**config.mk**
```make
export PLATFORM = sky130hd
export DESIGN_NAME = rtc_bcd_core
export DESIGN_NICKNAME = d
export VERILOG_FILES = /design/src/rtl/rtc_pkg.sv /design/src/rtl/rtc_prescaler.sv /design/src/rtl/rtc_clock_regs.sv /design/src/rtl/rtc_calendar_regs.sv /design/src/rtl/rtc_bcd_core.sv
export SDC_FILE = /design/constraint.sdc
export NUM_CORES = 1
export LEC_CHECK = 0
export ABC_CLOCK_PERIOD_IN_PS = 3670
export BUFFER_PORTS_ARGS = -buffer_cell sky130_fd_sc_hd__buf_2
export CAP_MARGIN = 40
export CORE_MARGIN = 5
export CORE_UTILIZATION = 51
export DETAILED_ROUTE_END_ITERATION = 12
export GPL_TIMING_DRIVEN = 0
export PLACE_DENSITY = 0.64
export SKIP_LAST_GASP = 1
export SLEW_MARGIN = 20
export SYNTH_ARGS = -nofsm -noshare
export SYNTH_HDL_FRONTEND = slang
export SYNTH_SLANG_ARGS = --single-unit
```
**constraint.sdc**
```tcl
create_clock -name clk -period 3.67 [get_ports clk]
set_input_delay 0.9175 -clock clk [delete_from_list [all_inputs] [get_ports clk]]
set_output_delay 0.9175 -clock clk [all_outputs]
set_load 0.1 [all_outputs]
```
**src/rtl/rtc_pkg.sv**
```systemverilog
package rtc_pkg;

    typedef logic [7:0] bcd8_t;

    typedef enum logic [2:0] {
        RA_SEC   = 3'd0,
        RA_MIN   = 3'd1,
        RA_HOUR  = 3'd2,
        RA_DATE  = 3'd3,
        RA_MONTH = 3'd4,
        RA_WDAY  = 3'd5,
        RA_YEAR  = 3'd6,
        RA_NONE  = 3'd7
    } reg_addr_e;

    typedef struct packed {
        bcd8_t sec;
        bcd8_t min;
        bcd8_t hr;
    } clk_state_t;

    typedef struct packed {
        bcd8_t date;
        bcd8_t mon;
        bcd8_t wday;
        bcd8_t yr;
    } cal_state_t;

    // Add one to a two-digit packed BCD value (no wrap above 99 handled here).
    function automatic bcd8_t bcd_inc(bcd8_t v);
        bcd8_t r;
        if (v[3:0] >= 4'd9) r = {v[7:4] + 4'd1, 4'd0};
        else                r = {v[7:4], v[3:0] + 4'd1};
        return r;
    endfunction

    function automatic logic [6:0] bcd_to_bin(bcd8_t v);
        return 7'(v[7:4]) * 7'd10 + 7'(v[3:0]);
    endfunction

    function automatic logic is_leap(bcd8_t yr);
        logic [6:0] b;
        b = bcd_to_bin(yr);
        return (b[1:0] == 2'b00);
    endfunction

    function automatic bcd8_t month_last_day(bcd8_t mon, bcd8_t yr);
        bcd8_t r;
        case (mon)
            8'h02:                      r = is_leap(yr) ? 8'h29 : 8'h28;
            8'h04, 8'h06, 8'h09, 8'h11: r = 8'h30;
            default:                    r = 8'h31;
        endcase
        return r;
    endfunction

endpackage

```
**src/rtl/rtc_prescaler.sv**
```systemverilog
module rtc_prescaler #(
    parameter int unsigned REF_DIV = 32768
) (
    input  logic clk,
    input  logic rst_n,
    input  logic ref_tick,
    input  logic halt,
    input  logic restart,
    output logic sec_tick
);
    localparam int unsigned CW = (REF_DIV > 2) ? $clog2(REF_DIV) : 1;
    localparam logic [CW-1:0] LAST = CW'(REF_DIV - 1);

    logic [CW-1:0] cnt_d, cnt_q;

    always_comb begin
        cnt_d    = cnt_q;
        sec_tick = ref_tick && !halt && (cnt_q == LAST);
        if (restart) begin
            cnt_d = '0;
        end else if (ref_tick && !halt) begin
            cnt_d = (cnt_q == LAST) ? '0 : cnt_q + 1'b1;
        end
    end

    always_ff @(posedge clk) begin
        if (!rst_n) cnt_q <= '0;
        else        cnt_q <= cnt_d;
    end

endmodule

```
**src/rtl/rtc_clock_regs.sv**
```systemverilog
module rtc_clock_regs
    import rtc_pkg::*;
(
    input  logic       clk,
    input  logic       rst_n,
    input  logic       adv,
    input  logic       wr_sec,
    input  logic       wr_min,
    input  logic       wr_hr,
    input  logic [7:0] wdata,
    output bcd8_t      sec_q,
    output bcd8_t      min_q,
    output bcd8_t      hr_q,
    output logic       day_roll
);
    clk_state_t st_d, st_q;

    always_comb begin
        st_d     = st_q;
        day_roll = 1'b0;
        if (adv) begin
            if (st_q.sec[6:0] == 7'h59) begin
                st_d.sec = {st_q.sec[7], 7'h00};
                if (st_q.min[6:0] == 7'h59) begin
                    st_d.min = 8'h00;
                    if (st_q.hr[7]) begin
                        // 12-hour form: bit 5 is the PM flag
                        if (st_q.hr[4:0] == 5'h11) begin
                            st_d.hr  = {2'b10, ~st_q.hr[5], 5'h12};
                            day_roll = st_q.hr[5];
                        end else if (st_q.hr[4:0] == 5'h12) begin
                            st_d.hr = {st_q.hr[7:5], 5'h01};
                        end else begin
                            st_d.hr = {st_q.hr[7:5], 5'(bcd_inc({3'b000, st_q.hr[4:0]}))};
                        end
                    end else begin
                        if (st_q.hr[5:0] == 6'h23) begin
                            st_d.hr  = 8'h00;
                            day_roll = 1'b1;
                        end else begin
                            st_d.hr = {2'b00, 6'(bcd_inc({2'b00, st_q.hr[5:0]}))};
                        end
                    end
                end else begin
                    st_d.min = {1'b0, 7'(bcd_inc({1'b0, st_q.min[6:0]}))};
                end
            end else begin
                st_d.sec = {st_q.sec[7], 7'(bcd_inc({1'b0, st_q.sec[6:0]}))};
            end
        end
        if (wr_sec) st_d.sec = wdata;
        if (wr_min) st_d.min = {1'b0, wdata[6:0]};
        if (wr_hr)  st_d.hr  = {wdata[7], 1'b0, wdata[5:0]};
    end

    always_ff @(posedge clk) begin
        if (!rst_n) st_q <= '{sec: 8'h00, min: 8'h00, hr: 8'h00};
        else        st_q <= st_d;
    end

    assign sec_q = st_q.sec;
    assign min_q = st_q.min;
    assign hr_q  = st_q.hr;

endmodule

```
**src/rtl/rtc_calendar_regs.sv**
```systemverilog
module rtc_calendar_regs
    import rtc_pkg::*;
(
    input  logic       clk,
    input  logic       rst_n,
    input  logic       adv,
    input  logic       wr_date,
    input  logic       wr_mon,
    input  logic       wr_wday,
    input  logic       wr_yr,
    input  logic [7:0] wdata,
    output bcd8_t      date_q,
    output bcd8_t      mon_q,
    output bcd8_t      wday_q,
    output bcd8_t      yr_q
);
    cal_state_t st_d, st_q;
    bcd8_t      last_day;

    always_comb begin
        st_d     = st_q;
        last_day = month_last_day(st_q.mon, st_q.yr);
        if (adv) begin
            st_d.wday = (st_q.wday[2:0] >= 3'd7) ? 8'h01 : {5'b0, st_q.wday[2:0] + 3'd1};
            if (st_q.date >= last_day) begin
                st_d.date = 8'h01;
                if (st_q.mon >= 8'h12) begin
                    st_d.mon = 8'h01;
                    st_d.yr  = (st_q.yr >= 8'h99) ? 8'h00 : bcd_inc(st_q.yr);
                end else begin
                    st_d.mon = bcd_inc(st_q.mon);
                end
            end else begin
                st_d.date = bcd_inc(st_q.date);
            end
        end
        if (wr_date) st_d.date = {2'b00, wdata[5:0]};
        if (wr_mon)  st_d.mon  = {3'b000, wdata[4:0]};
        if (wr_wday) st_d.wday = {5'b00000, wdata[2:0]};
        if (wr_yr)   st_d.yr   = wdata;
    end

    always_ff @(posedge clk) begin
        if (!rst_n) st_q <= '{date: 8'h01, mon: 8'h01, wday: 8'h01, yr: 8'h00};
        else        st_q <= st_d;
    end

    assign date_q = st_q.date;
    assign mon_q  = st_q.mon;
    assign wday_q = st_q.wday;
    assign yr_q   = st_q.yr;

endmodule

```
**src/rtl/rtc_bcd_core.sv**
```systemverilog
module rtc_bcd_core
    import rtc_pkg::*;
#(
    parameter int unsigned REF_DIV = 32768
) (
    input  logic       clk,
    input  logic       rst_n,
    input  logic       ref_tick,
    input  logic       wr_en,
    input  logic [2:0] addr,
    input  logic [7:0] wdata,
    output logic [7:0] rdata,
    output logic       sec_tick
);
    localparam int unsigned NREG = 8;

    logic [NREG-1:0] wr_sel;
    bcd8_t           sec_q, min_q, hr_q, date_q, mon_q, wday_q, yr_q;
    logic            day_roll;
    logic            adv_time;

    for (genvar g = 0; g < NREG; g++) begin : g_wdec
        assign wr_sel[g] = wr_en && (addr == 3'(g));
    end

    assign adv_time = sec_tick && !wr_en;

    rtc_prescaler #(.REF_DIV(REF_DIV)) i_presc (
        .clk      (clk),
        .rst_n    (rst_n),
        .ref_tick (ref_tick),
        .halt     (sec_q[7]),
        .restart  (wr_sel[RA_SEC]),
        .sec_tick (sec_tick)
    );

    rtc_clock_regs i_clk_regs (
        .clk      (clk),
        .rst_n    (rst_n),
        .adv      (adv_time),
        .wr_sec   (wr_sel[RA_SEC]),
        .wr_min   (wr_sel[RA_MIN]),
        .wr_hr    (wr_sel[RA_HOUR]),
        .wdata    (wdata),
        .sec_q    (sec_q),
        .min_q    (min_q),
        .hr_q     (hr_q),
        .day_roll (day_roll)
    );

    rtc_calendar_regs i_cal_regs (
        .clk     (clk),
        .rst_n   (rst_n),
        .adv     (day_roll),
        .wr_date (wr_sel[RA_DATE]),
        .wr_mon  (wr_sel[RA_MONTH]),
        .wr_wday (wr_sel[RA_WDAY]),
        .wr_yr   (wr_sel[RA_YEAR]),
        .wdata   (wdata),
        .date_q  (date_q),
        .mon_q   (mon_q),
        .wday_q  (wday_q),
        .yr_q    (yr_q)
    );

    always_comb begin
        case (reg_addr_e'(addr))
            RA_SEC:   rdata = sec_q;
            RA_MIN:   rdata = min_q;
            RA_HOUR:  rdata = hr_q;
            RA_DATE:  rdata = date_q;
            RA_MONTH: rdata = mon_q;
            RA_WDAY:  rdata = wday_q;
            RA_YEAR:  rdata = yr_q;
            default:  rdata = 8'h00;
        endcase
    end

endmodule

```
# Yosys cells after proc, flatten, opt, wreduce, memory -nomap -nowiden
# Index checks and enable logic that the tools add are counted.
# totals
wordCells,168
out_inout_bits,9
in_bits,15
regBits,71
# op_classes
addsub,16
order_cmp,10
bitwise_logic,2
n_mul,1
mux,41
n_eq_ne,20
reduce_logical,57
# ops
op,n
two-way mux 8 bit,15
case mux 8 bit (7 select lines),1
"adder 4 x 1 -> 4 bit, second input constant",9
two-way mux 7 bit,5
two-way mux 30 bit,1
nonzero test 2 bit,15
"greater-or-equal comparator 4 bit, second input constant",6
two-way mux 23 bit,1
two-way mux 6 bit,3
"equality test 8 x 3 -> 1 bit, second input constant",2
two-way mux 16 bit,1
case mux 8 bit (2 select lines),1
"adder 15 x 1 -> 15 bit, second input constant",1
"equality test 15 bit, second input constant",1
two-way mux 15 bit,1
two-way mux 5 bit,3
AND reduction 3 bit,5
nonzero test 3 bit,5
"equality test 7 bit, second input constant",2
AND reduction 2 bit,6
OR reduction 2 bit,6
"equality test 5 bit, second input constant",2
logical AND 1 bit,10
AND reduction 5 bit,2
other kinds (28),43

# Logic depth before layout (Yosys ltp)
# Gate-level depths: netlist of run 1.
# depth
ltp_word,9
depth_mapped,15
depth_no_buf,15

# Hierarchy
# Synthesis of run 1 repeated with hierarchy kept, for this count alone.
# hier_totals
cells_unflattened,614
hier_area_um2,4996.0
# modules_own_cells
mod,n_inst,seq_area_each_um2,cells_per_inst,area_each_um2
rtc_calendar_regs,1,540.5,251,2052.0
rtc_clock_regs,1,440.4,202,1631.6
rtc_prescaler,1,300.3,80,705.7
rtc_bcd_core,1,0.0,81,606.8

# Worst setup path after synthesis of run 1
# No wires, ideal clock.
# synth_path
path_kind,in2out
start,in addr[1]
end,out rdata[6]
arrival_time_ns,3.914
path_buffers,2
t_required_ns,2.753
cell_stages,5
slack_ns,-1.162
cell_sequence,clkbuf_1 > buf_1 > mux2_2 > a22oi_1 > o21ai_0
# synth_between
elab_chain_cells,2
elab_cells_between_ends,8
classes_between,eq/ne: 6; mux: 1; reduce/logical: 1
# synth_lines
item,line,text
start: declaration,rtc_bcd_core.sv:10,"input logic [2:0] addr,"
equality test 3 bit (tied with other cells),rtc_bcd_core.sv:67,case (reg_addr_e'(addr))
case mux 8 bit (7 select lines) (*),rtc_bcd_core.sv:67,
end: declaration,rtc_bcd_core.sv:12,"output logic [7:0] rdata,"
# Mark *: on every way between the ends. The rest lies on a longest branch, timed or not.

# Final worst setup path of run 1
# layout_path
start,in addr[0]
end,out rdata[6]
# Same word-level chain as after synthesis.

==> run_results.csv, run 1 <==
group,metric,value,unit
outcome,status,"completed",
sta,rsz0062_at_grt,"no",
critical_path,crit_type,"input pin to primary output",
global_route,grt_max_degree,13,
yosys,ys_ff_latch,64,
floorplan,dieArea,10920,um2
floorplan,start_util,52.22,%
route,wl_per_cell,18.96,um
final_layout,drive_gt1_share,12.02,%
placement,port_buffers,22,
clock_network,clk_pin_slew,0.07,ns
clock_network,cts_setup_buffers,0,
sta,skew,0.01301,ns
yosys,synth-edff-count,0,
final_layout,antenna_cells,0,
route,first_pass_iters,5,
placement,gp_congestion,0.9552,
floorplan,core_area,8721,um2
job,cap_violations,0,
yosys,synth_cell_type_count,65,
yosys,synth_nets,639,
clock_network,htree_levels,3,
critical_path,critPathMaxFanout,10,
final_layout,nets,672,
sta,final_hold_viol_count,0,
placement,placed_area,4825,um2
global_route,grt_overflow_total,0,
final_layout,layout_common_cells,"nand2_1, dfxtp_1, nor2_1",
route,initialDrtViolationCount,434,
global_route,grt_use_total,25.47,%
yosys,synth_async_sr_flop_share,0,%
critical_path,start_kind,"input pin",
final_layout,final_common_cell,"nand2_1",
route,detail-route-antenna-nets,0,
floorplan,dieWidth,104.5,um
yosys,synth_flop_cell,"dfxtp_1",
critical_path,cp-end-kind,"primary output",
global_route,antenna_found_initial,0,
power,power.density,317.1,nW/um2
sta,slew_headroom,45.56,%
clock_network,clkLatencyLatePin,0.35,ns
sta,setup_violations,0,
clock_network,clockBufferDepth,2,
floorplan,die_h,104.5,um
sta,period_share,96.40,%
sta,finalMaxSlewViolations,0,
critical_path,cp.arrival,2.62,ns
sta,min_period,3.538,ns
placement,dp_hpwl,10300,um
power,ir_drop,208.5,uV
yosys,syn_area,4554,um2
floorplan,io_pins,24,
sta,timing.fmax,282.7,MHz
route,wl,13880,um
floorplan,row_count,34,
clock_network,root_buffer,"clkbuf_8",
clock_network,cts_made_buffers,9,
final_layout,fin_util,58.01,%
route,drc,0,
final_layout,stdcell_area,5059,um2
sta,tightest_slew,0.8166,ns
route,vias,4595,
route,avgViaCountPerCell,6.277,
sta,tns,0,ns
critical_path,critPathRequiredTime,2.75,ns
sta,hold_slack,0.4760,ns
yosys,synthCells,586,
yosys,yosys_warnings,0,
yosys,ys_seq_area_share,28.13,%
power,cellLeakagePower,1.937,nW
final_layout,area_growth_syn_to_layout,11.07,%
clock_network,numClockSinks,64,
clock_network,cts_tree,"yes",
min_path,holdCritPathClass,"flop to flop",
global_route,grt_pass1_vias,4304,
yosys,avgSynthCellArea,7.772,um2
global_route,grt_pass1_wl,22650,um
-- final timing paths --
| check | endpoint | depth (start not counted) | start | slack (ns) |
|---|---|---|---|---|
| setup / recovery | rdata[6] | 6 | addr[0] | 0.13 |
| hold / removal | i_presc.cnt_q[14]$_SDFFE_PP0P_ | 2 | i_presc.cnt_q[14]$_SDFFE_PP0P_ | 0.48 |
| setup reg to reg | i_cal_regs.yr_q[3]$_SDFFE_PN0P_ | 14 | i_cal_regs.mon_q[0]$_SDFFE_PN1P_ | 0.35 |
| hold reg to reg | i_presc.cnt_q[14]$_SDFFE_PP0P_ | 2 | i_presc.cnt_q[14]$_SDFFE_PP0P_ | 0.48 |
-- kinds of logic (layout without fill, tap and decap cells) --
group                    Yosys count  count (layout)  synth area share [%]
buffers and inverters             55              93                 4.615
AO/OA/AOI/OAI                    151             151                 21.07
multiplexers                      16              16                 4.286
XOR/XNOR                          20              20                 3.846
flip-flops                        64              64                 28.13
adder cells (fa/ha/maj)           38              38                 10.44
AND/OR/NAND/NOR                  242             242                 27.61
-- cells in the mapped netlist, types with 4 or more instances --
cell type  instances  area [um2]
nand2_1           68       255.2
dfxtp_1           64        1281
nor2_1            49       183.9
a21oi_1           45       225.2
ha_1              38       475.5
nand3_1           33       165.2
inv_1             28       105.1
o21ai_0           28       140.1
clkbuf_1          21       78.83
a31oi_1           16       100.1
a22oi_1           14       105.1
nor2b_1           13       81.33
nor3_1            13       65.06
xor2_1            13       113.9
and3_1            12       75.07
mux2_2             8       90.09
nand4_1            7       43.79
xnor2_1            7       61.31
and2_1             6       37.54
mux2i_1            6       60.06
o22ai_1            6       37.54
o31ai_1            6       45.04
a2bb2oi_1          5       43.79
nor4_1             5       31.28
a211oi_1           4       30.03
nor3b_1            4       30.03
o211ai_1           4       30.03
or2_2              4       25.02
or3_1              4       25.02
-- layout make-up --
cell class                 count  area (um2)
buffer                        27       111.4
clock buffer                   9       123.9
clock inverter                 7       95.09
fill                         851        3662
inverter                      28       105.1
multi-input combinational    467        3092
sequential                    64        1281
tap                          108       135.1
timing repair buffer          22       115.1
-- sequential cells by signal, indices dropped and copies added, names as in the netlist --
name / count
i_presc.cnt_q: 15
i_clk_regs.hr_q: 7
i_cal_regs.mon_q: 8
i_cal_regs.yr_q: 8
i_cal_regs.wday_q: 3
i_clk_regs.min_q: 7
i_cal_regs.date_q: 8
i_clk_regs.sec_q: 8
-- power breakdown --
| group | leakage [nW] | switching, W | internal [W] |
|---|---|---|---|
| Sequential | 0.518 | 0.0000207 | 0.000707 |
| Clock | 0.110 | 0.000316 | 0.000384 |
| Combinational | 1.31 | 0.000122 | 0.0000548 |
| Total | 1.94 | 0.000458 | 0.00115 |
-- critical path, cell delays in order --
cell	delay (ns)
buf_2	0.14
clkbuf_1	0.43
clkbuf_2	0.36
a22oi_1	0.11
o21ai_1	0.20
buf_2	0.46
-- what timing repair did --
action,CTS,global route
gates cloned,0,0
setup endpoints to repair,6,13
resized for setup,4,6
endpoints found under the hold margin,0,0
hold buffers,0,0
-- per-layer routing --
metal,global-route usage (%),up-vias,wire [um]
met5,0,-,0
met4,7.493,0,255
met3,3.414,24,973
met2,40.36,180,6345
met1,36.09,2200,6305
li1,-,2191,-
-- through the flow --
step | std cells | worst slack, ns | total power, W
floorplan | 586 | -0.4107 | 0.0008522
global placement | 716 | -0.3127 | 0.0009119
detailed placement | 716 | -0.3830 | 0.0009153
CTS | 732 | -0.05583 | 0.001608
global route | 732 | 0.02273 | 0.001654
finish | 732 | 0.1321 | 0.001604
No activity file was read; power rests on OpenSTA's default activity.
==> run 2: changes to the inputs <==
BUFFER_PORTS_ARGS = -buffer_cell sky130_fd_sc_hd__buf_4   (was -buffer_cell sky130_fd_sc_hd__buf_2)
==> run 2 against run 1 <==
Effect of this change:
- clock power up 3%
- non-clock buffer count unchanged
- clock skew about the same
- critical path type unchanged
- core utilization up 0.65 points
==> run_results.csv, run 2 (synthesized netlist as in run 1, its figures left out) <==
group,metric,value,unit
clock_network,htree_levels,3,
clock_network,cts_tree,"yes",
route,initialDrtViolationCount,351,
global_route,grt_pass1_vias,4184,
floorplan,die_h,104.5,um
clock_network,root_buffer,"clkbuf_8",
placement,dp_hpwl,10120,um
route,detail-route-antenna-nets,0,
sta,tns,0,ns
final_layout,final_common_cell,"nand2_1",
clock_network,cts_hold_buf,0,
final_layout,antenna_cells,0,
power,p_sw,0.0004552,W
sta,setup_violations,0,
floorplan,io_pins,24,
route,first_pass_iters,5,
power,power_frac_seq,44.7,%
clock_network,clockBufferDepth,2,
sta,tightest_slew,0.7385,ns
final_layout,drive_gt1_share,11.70,%
power,ir_drop,197.1,uV
placement,dp.cells,716,
final_layout,top_register,"i_presc.cnt_q",
sta,period_share,96.64,%
sta,skew,0.01283,ns
critical_path,start_kind,"input pin",
job,cap_violations,0,
final_layout,fin_cells,732,
critical_path,cp.arrival,2.63,ns
critical_path,reg2reg_setup_slack,0.31,ns
final_layout,area_growth_syn_to_layout,12.31,%
sta,finalMaxSlewViolations,0,
sta,min_period,3.547,ns
min_path,min-delay-start,"i_presc.cnt_q[14]$_SDFFE_PP0P_",
critical_path,crit_type,"input pin to primary output",
critical_path,cp-end-kind,"primary output",
final_layout,layout_common_cells,"nand2_1, dfxtp_1, nor2_1",
placement,place_ws,-0.1833,ns
floorplan,core_area,8721,um2
floorplan,start_util,52.22,%
final_layout,nets,672,
critical_path,critPathMaxFanout,10,
power,power.density,318.2,nW/um2
route,drc,0,
sta,timing.fmax,281.9,MHz
route,wl,13730,um
critical_path,cp-startpoint,"addr[0]",
global_route,grt_max_degree,13,
placement,port_buffers,22,
power,p_int,0.001172,W
global_route,antenna_found_initial,0,
global_route,grt_pass1_wl,22110,um
critical_path,critPathRequiredTime,2.75,ns
clock_network,cts_made_buffers,9,
floorplan,row_count,34,
sta,hold_slack,0.4719,ns
final_layout,fin_util,58.65,%
route,wl_per_cell,18.75,um
clock_network,cts_setup_buffers,0,
floorplan,dieArea,10920,um2
sta,slew_headroom,50.34,%
global_route,grt_use_total,25.13,%
sta,rsz0062_at_grt,"yes",
route,vias,4570,
power,cellLeakagePower,1.946,nW
route,avgViaCountPerCell,6.243,
global_route,grt_overflow_total,0,
power,pwr-share-comb,11.1,%
power,p_clk_share,44.1,%
outcome,status,"completed",
sta,final_hold_viol_count,0,
clock_network,clk_pin_slew,0.07,ns
sta,fin_ws,0.1232,ns
power,p_sw_share,27.97,%
clock_network,clkLatencyLatePin,0.35,ns
critical_path,reg2reg_from,"i_cal_regs.mon_q[0]$_SDFFE_PN1P_",
floorplan,dieWidth,104.5,um
min_path,holdCritPathClass,"flop to flop",
final_layout,largest_reg_flops,15,
clock_network,numClockSinks,64,
placement,gp_congestion,0.9142,
-- run 2: cell types whose count changed in the layout (fill, tap and decap cells not counted), sizes merged --
cell / before / now
clkinv: 3 / 1
inv: 29 / 30
buf: 26 / 27
-- run 2: per-layer routing --
| layer | up-vias | GRT usage (%) | share of wire [%] |
|---|---|---|---|
| met5 | - | 0 | 0 |
| met4 | 0 | 11.75 | 3.7 |
| met3 | 37 | 4.345 | 8.9 |
| met2 | 183 | 37.69 | 44 |
| met1 | 2163 | 35.01 | 44 |
| li1 | 2187 | - | - |
-- run 2: path summary, 6_finish.rpt --
| kind | end | cells past startpoint |
|---|---|---|
| setup / recovery | rdata[1] | 6 |
| hold / removal | i_presc.cnt_q[14]$_SDFFE_PP0P_ | 2 |
| setup reg to reg | i_cal_regs.yr_q[3]$_SDFFE_PN0P_ | 14 |
| hold reg to reg | i_presc.cnt_q[14]$_SDFFE_PP0P_ | 2 |
-- run 2: stage by stage --
step	power [W]	instance area, um2
final	0.001627	5115
after detailed placement	0.0009204	4880
after floorplan	0.0008522	4579
after global routing	0.001682	5115
after global placement	0.0009181	4880
after CTS	0.001634	5109
-- run 2: power by group through the flow --
| stage | logic (W) | registers, W | clock network [W] |
|---|---|---|---|
| 2_1_floorplan | 0.000116 | 0.000736 | 0 |
| 3_3_place_gp | 0.000175 | 0.000743 | 0 |
| 3_5_place_dp | 0.000177 | 0.000743 | 0 |
| 4_1_cts | 0.000178 | 0.000727 | 0.000729 |
| 5_1_grt | 0.000198 | 0.000730 | 0.000754 |
| 6_report | 0.000181 | 0.000728 | 0.000718 |
-- run 2: cell type report --
type                    count  area (um2)
fillers                   817        3606
multi-input cells         467        3092
flip-flops and latches     64        1281
repair buffers             22       165.2
clock buffers              10       137.6
well taps                 108       135.1
plain buffers              27       108.9
inverters                  28       105.1
clock inverters             6       90.09
-- run 2: worst max-delay path, stage by stage --
cell and delay [ns]:
buf_4 0.11, clkbuf_1 0.41, clkbuf_1 0.47, o21ai_0 0.18, mux2_2 0.30, buf_4 0.23
-- run 2: what timing repair did --
action / CTS / global route
gates resized for setup: 1 / 5
setup endpoints to repair: 3 / 11
hold endpoints to repair: 0 / 0
==> run 3: changes to the inputs <==
ABC_AREA = 1   (was not set)
==> run 3 against run 2 <==
Effect of this change:
- worst setup slack improved by 0.072 ns
- sequential share of layout area decreased by 0.97 points
- cell area rose by 4.0%
- critical path depth rose by 1
- die area up 5.0%
- flip-flop and latch count unchanged
- register-to-register slack better by 0.40 ns
- largest cell class unchanged
- largest power group unchanged
==> run_results.csv, run 3 <==
group,metric,value,unit
clock_network,clk_pin_slew,0.08,ns
power,ir_drop,190.6,uV
sta,setup_violations,0,
critical_path,crit_buf_inv,3,
final_layout,area_growth_syn_to_layout,10.76,%
floorplan,io_pins,24,
route,detail-route-antenna-nets,0,
global_route,grt_pass1_wl,23380,um
final_layout,top_register,"i_presc.cnt_q",
global_route,grt_pass1_vias,4650,
global_route,grt_use_total,25.96,%
placement,placed_area,5115,um2
clock_network,cts_setup_buffers,0,
sta,period_share,94.68,%
sta,slew_headroom,48.79,%
power,power_frac_seq,46.9,%
clock_network,cts_tree,"yes",
route,first_pass_iters,5,
sta,rsz0062_at_grt,"no",
route,vias,4891,
clock_network,numClockSinks,64,
critical_path,crit_type,"input pin to primary output",
final_layout,nets,819,
power,pwr-share-comb,11.0,%
global_route,grt_overflow_total,0,
route,initialDrtViolationCount,293,
critical_path,cp-end-kind,"primary output",
route,avgViaCountPerCell,5.545,
min_path,min-delay-start,"i_presc.cnt_q[7]$_SDFFE_PP0P_",
global_route,antenna_found_initial,0,
sta,skew,0.008446,ns
placement,place_ws,0.05628,ns
final_layout,largest_reg_flops,15,
final_layout,fin_cells,882,
critical_path,cp-startpoint,"addr[2]",
critical_path,critical_path.most_common_cell,"buf_4",
final_layout,fillers,953,
min_path,holdCritPathClass,"flop to flop",
yosys,synth_flop_cell,"dfxtp_1",
critical_path,critPathMaxFanout,7,
critical_path,start_kind,"input pin",
sta,tns,0,ns
floorplan,start_util,52.24,%
yosys,synth_top_area_cell,"dfxtp_1",
yosys,synth.most_common_cell,"nand2_1",
power,p_sw,0.0004595,W
yosys,synth_nets,786,
clock_network,clkLatencyLatePin,0.36,ns
route,route.met2.wl,6696,um
clock_network,root_buffer,"clkbuf_8",
floorplan,row_count,35,
clock_network,cts.repair.resized,0,
clock_network,cts_hold_buf,0,
sta,tightest_slew,0.7681,ns
route,wl_met3,857,um
placement,port_buffers,22,
critical_path,max_stage_delay,0.62,ns
critical_path,crit_slowest_cell,"nor3_1",
route,wl_per_cell,16.28,um
floorplan,core_area,9196,um2
global_route,grt_max_degree,14,
sta,final_hold_viol_count,0,
power,p_int,0.001075,W
route,drc,0,
floorplan,dieWidth,107.1,um
final_layout,antenna_cells,0,
yosys,synthCells,733,
yosys,yosys_warnings,0,
clock_network,clockBufferDepth,2,
placement,dp_hpwl,11120,um
yosys,avgSynthCellArea,6.555,um2
power,cellLeakagePower,2.497,nW
yosys,synth_cell_type_count,43,
critical_path,cp.arrival,2.56,ns
critical_path,cpLargestDelayFamily,"simple AND/OR/NAND/NOR gates",
critical_path,critPathRequiredTime,2.75,ns
power,power.density,288.3,nW/um2
clock_network,cts_made_buffers,9,
outcome,status,"completed",
sta,finalMaxSlewViolations,0,
yosys,synth_async_sr_flop_share,0,%
yosys,ys_top_cells_by_area,"dfxtp_1, nand2_1, ha_1, inv_1, nor2_1",
final_layout,stdcell_area,5321,um2
final_layout,drive_gt1_share,10.64,%
final_layout,layout_common_cells,"nand2_1, inv_1, nor2_1",
final_layout,fin_util,57.86,%
yosys,ys_top_cells_by_count,"nand2_1, inv_1, nor2_1",
sta,timing.fmax,287.8,MHz
placement,dp.cells,866,
yosys,ys_seq_area_share,26.67,%
yosys,synth-edff-count,0,
floorplan,die_h,107.1,um
sta,min_period,3.475,ns
placement,gp_congestion,0.9277,
yosys,syn_area,4805,um2
yosys,ys_ff_latch,64,
sta,fin_ws,0.1951,ns
power,p_sw_share,29.95,%
power,p_clk_share,42.1,%
route,wl,14360,um
job,cap_violations,0,
critical_path,path_cells,"buf_4, nor3_1, inv_1, nor2_1, a221oi_1, o221ai_1, buf_4",
final_layout,final_common_cell,"nand2_1",
critical_path,reg2reg_from,"i_cal_regs.mon_q[0]$_SDFFE_PN1P_",
clock_network,htree_levels,3,
floorplan,dieArea,11460,um2
yosys,synth_top_area_share,26.67,%
route,m1WireLength,6376,um
route,dr.max_layer_used,"met4",
run 3: metrics by stage:
stage | total power (W) | hold slack, ns
CTS | 0.001542 | 0.4698
global route | 0.001593 | 0.4892
detailed placement | 0.0009009 | 0.4565
global placement | 0.0008986 | 0.4444
finish | 0.001534 | 0.4623
floorplan | 0.0008390 | 0.4245
run 3: path summary, 6_finish.rpt:
path / end / slack (ns) / cells past startpoint
setup / recovery: rdata[6] / 0.20 / 7
hold / removal: i_presc.cnt_q[7]$_SDFFE_PP0P_ / 0.46 / 2
setup reg to reg: i_cal_regs.mon_q[2]$_SDFFE_PN0P_ / 0.71 / 18
hold reg to reg: i_presc.cnt_q[7]$_SDFFE_PP0P_ / 0.46 / 2
run 3: cell families (layout without fill, tap and decap cells):
kind of cell	after synthesis	in the layout	synth area share, %
xor+xnor	20	20	3.646
compound gates	114	114	14.27
simple gates	380	380	35.94
buf+inv	117	155	9.583
fa+ha+maj	38	38	9.896
flops	64	64	26.67
run 3: cell type report:
class | count | area (um2) | area share, %
inverter | 106 | 399.1 | 7.501
buffer | 11 | 61.31 | 1.152
timing repair buffer | 22 | 165.2 | 3.104
clock inverter | 7 | 77.57 | 1.458
multi-input combinational | 552 | 3074 | 57.77
tap | 111 | 138.9 | 2.610
sequential | 64 | 1281 | 24.08
clock buffer | 9 | 123.9 | 2.328
run 3: power by group through the flow:
stage | Sequential (W) | Combinational (W) | Clock [W]
global placement | 0.000735 | 0.000164 | 0
finish | 0.000719 | 0.000168 | 0.000646
CTS | 0.000719 | 0.000166 | 0.000657
floorplan | 0.000731 | 0.000108 | 0
global route | 0.000721 | 0.000184 | 0.000688
detailed placement | 0.000735 | 0.000166 | 0
run 3: routing by layer:
layer	up-vias	track usage (%)
met5	-	0
met4	0	12.15
met3	30	4.455
met2	150	41.24
met1	2232	34.11
li1	2479	-
run 3: worst register-to-register path, delay by kind of cell, from the launching register on:
family | cells | cell delay [ns]
AO/OA/AOI/OAI | 4 | 0.57
adder cells (fa/ha/maj) | 2 | 0.35
flip-flops | 1 | 0.43
AND/OR/NAND/NOR | 8 | 0.89
buffers and inverters | 4 | 0.56
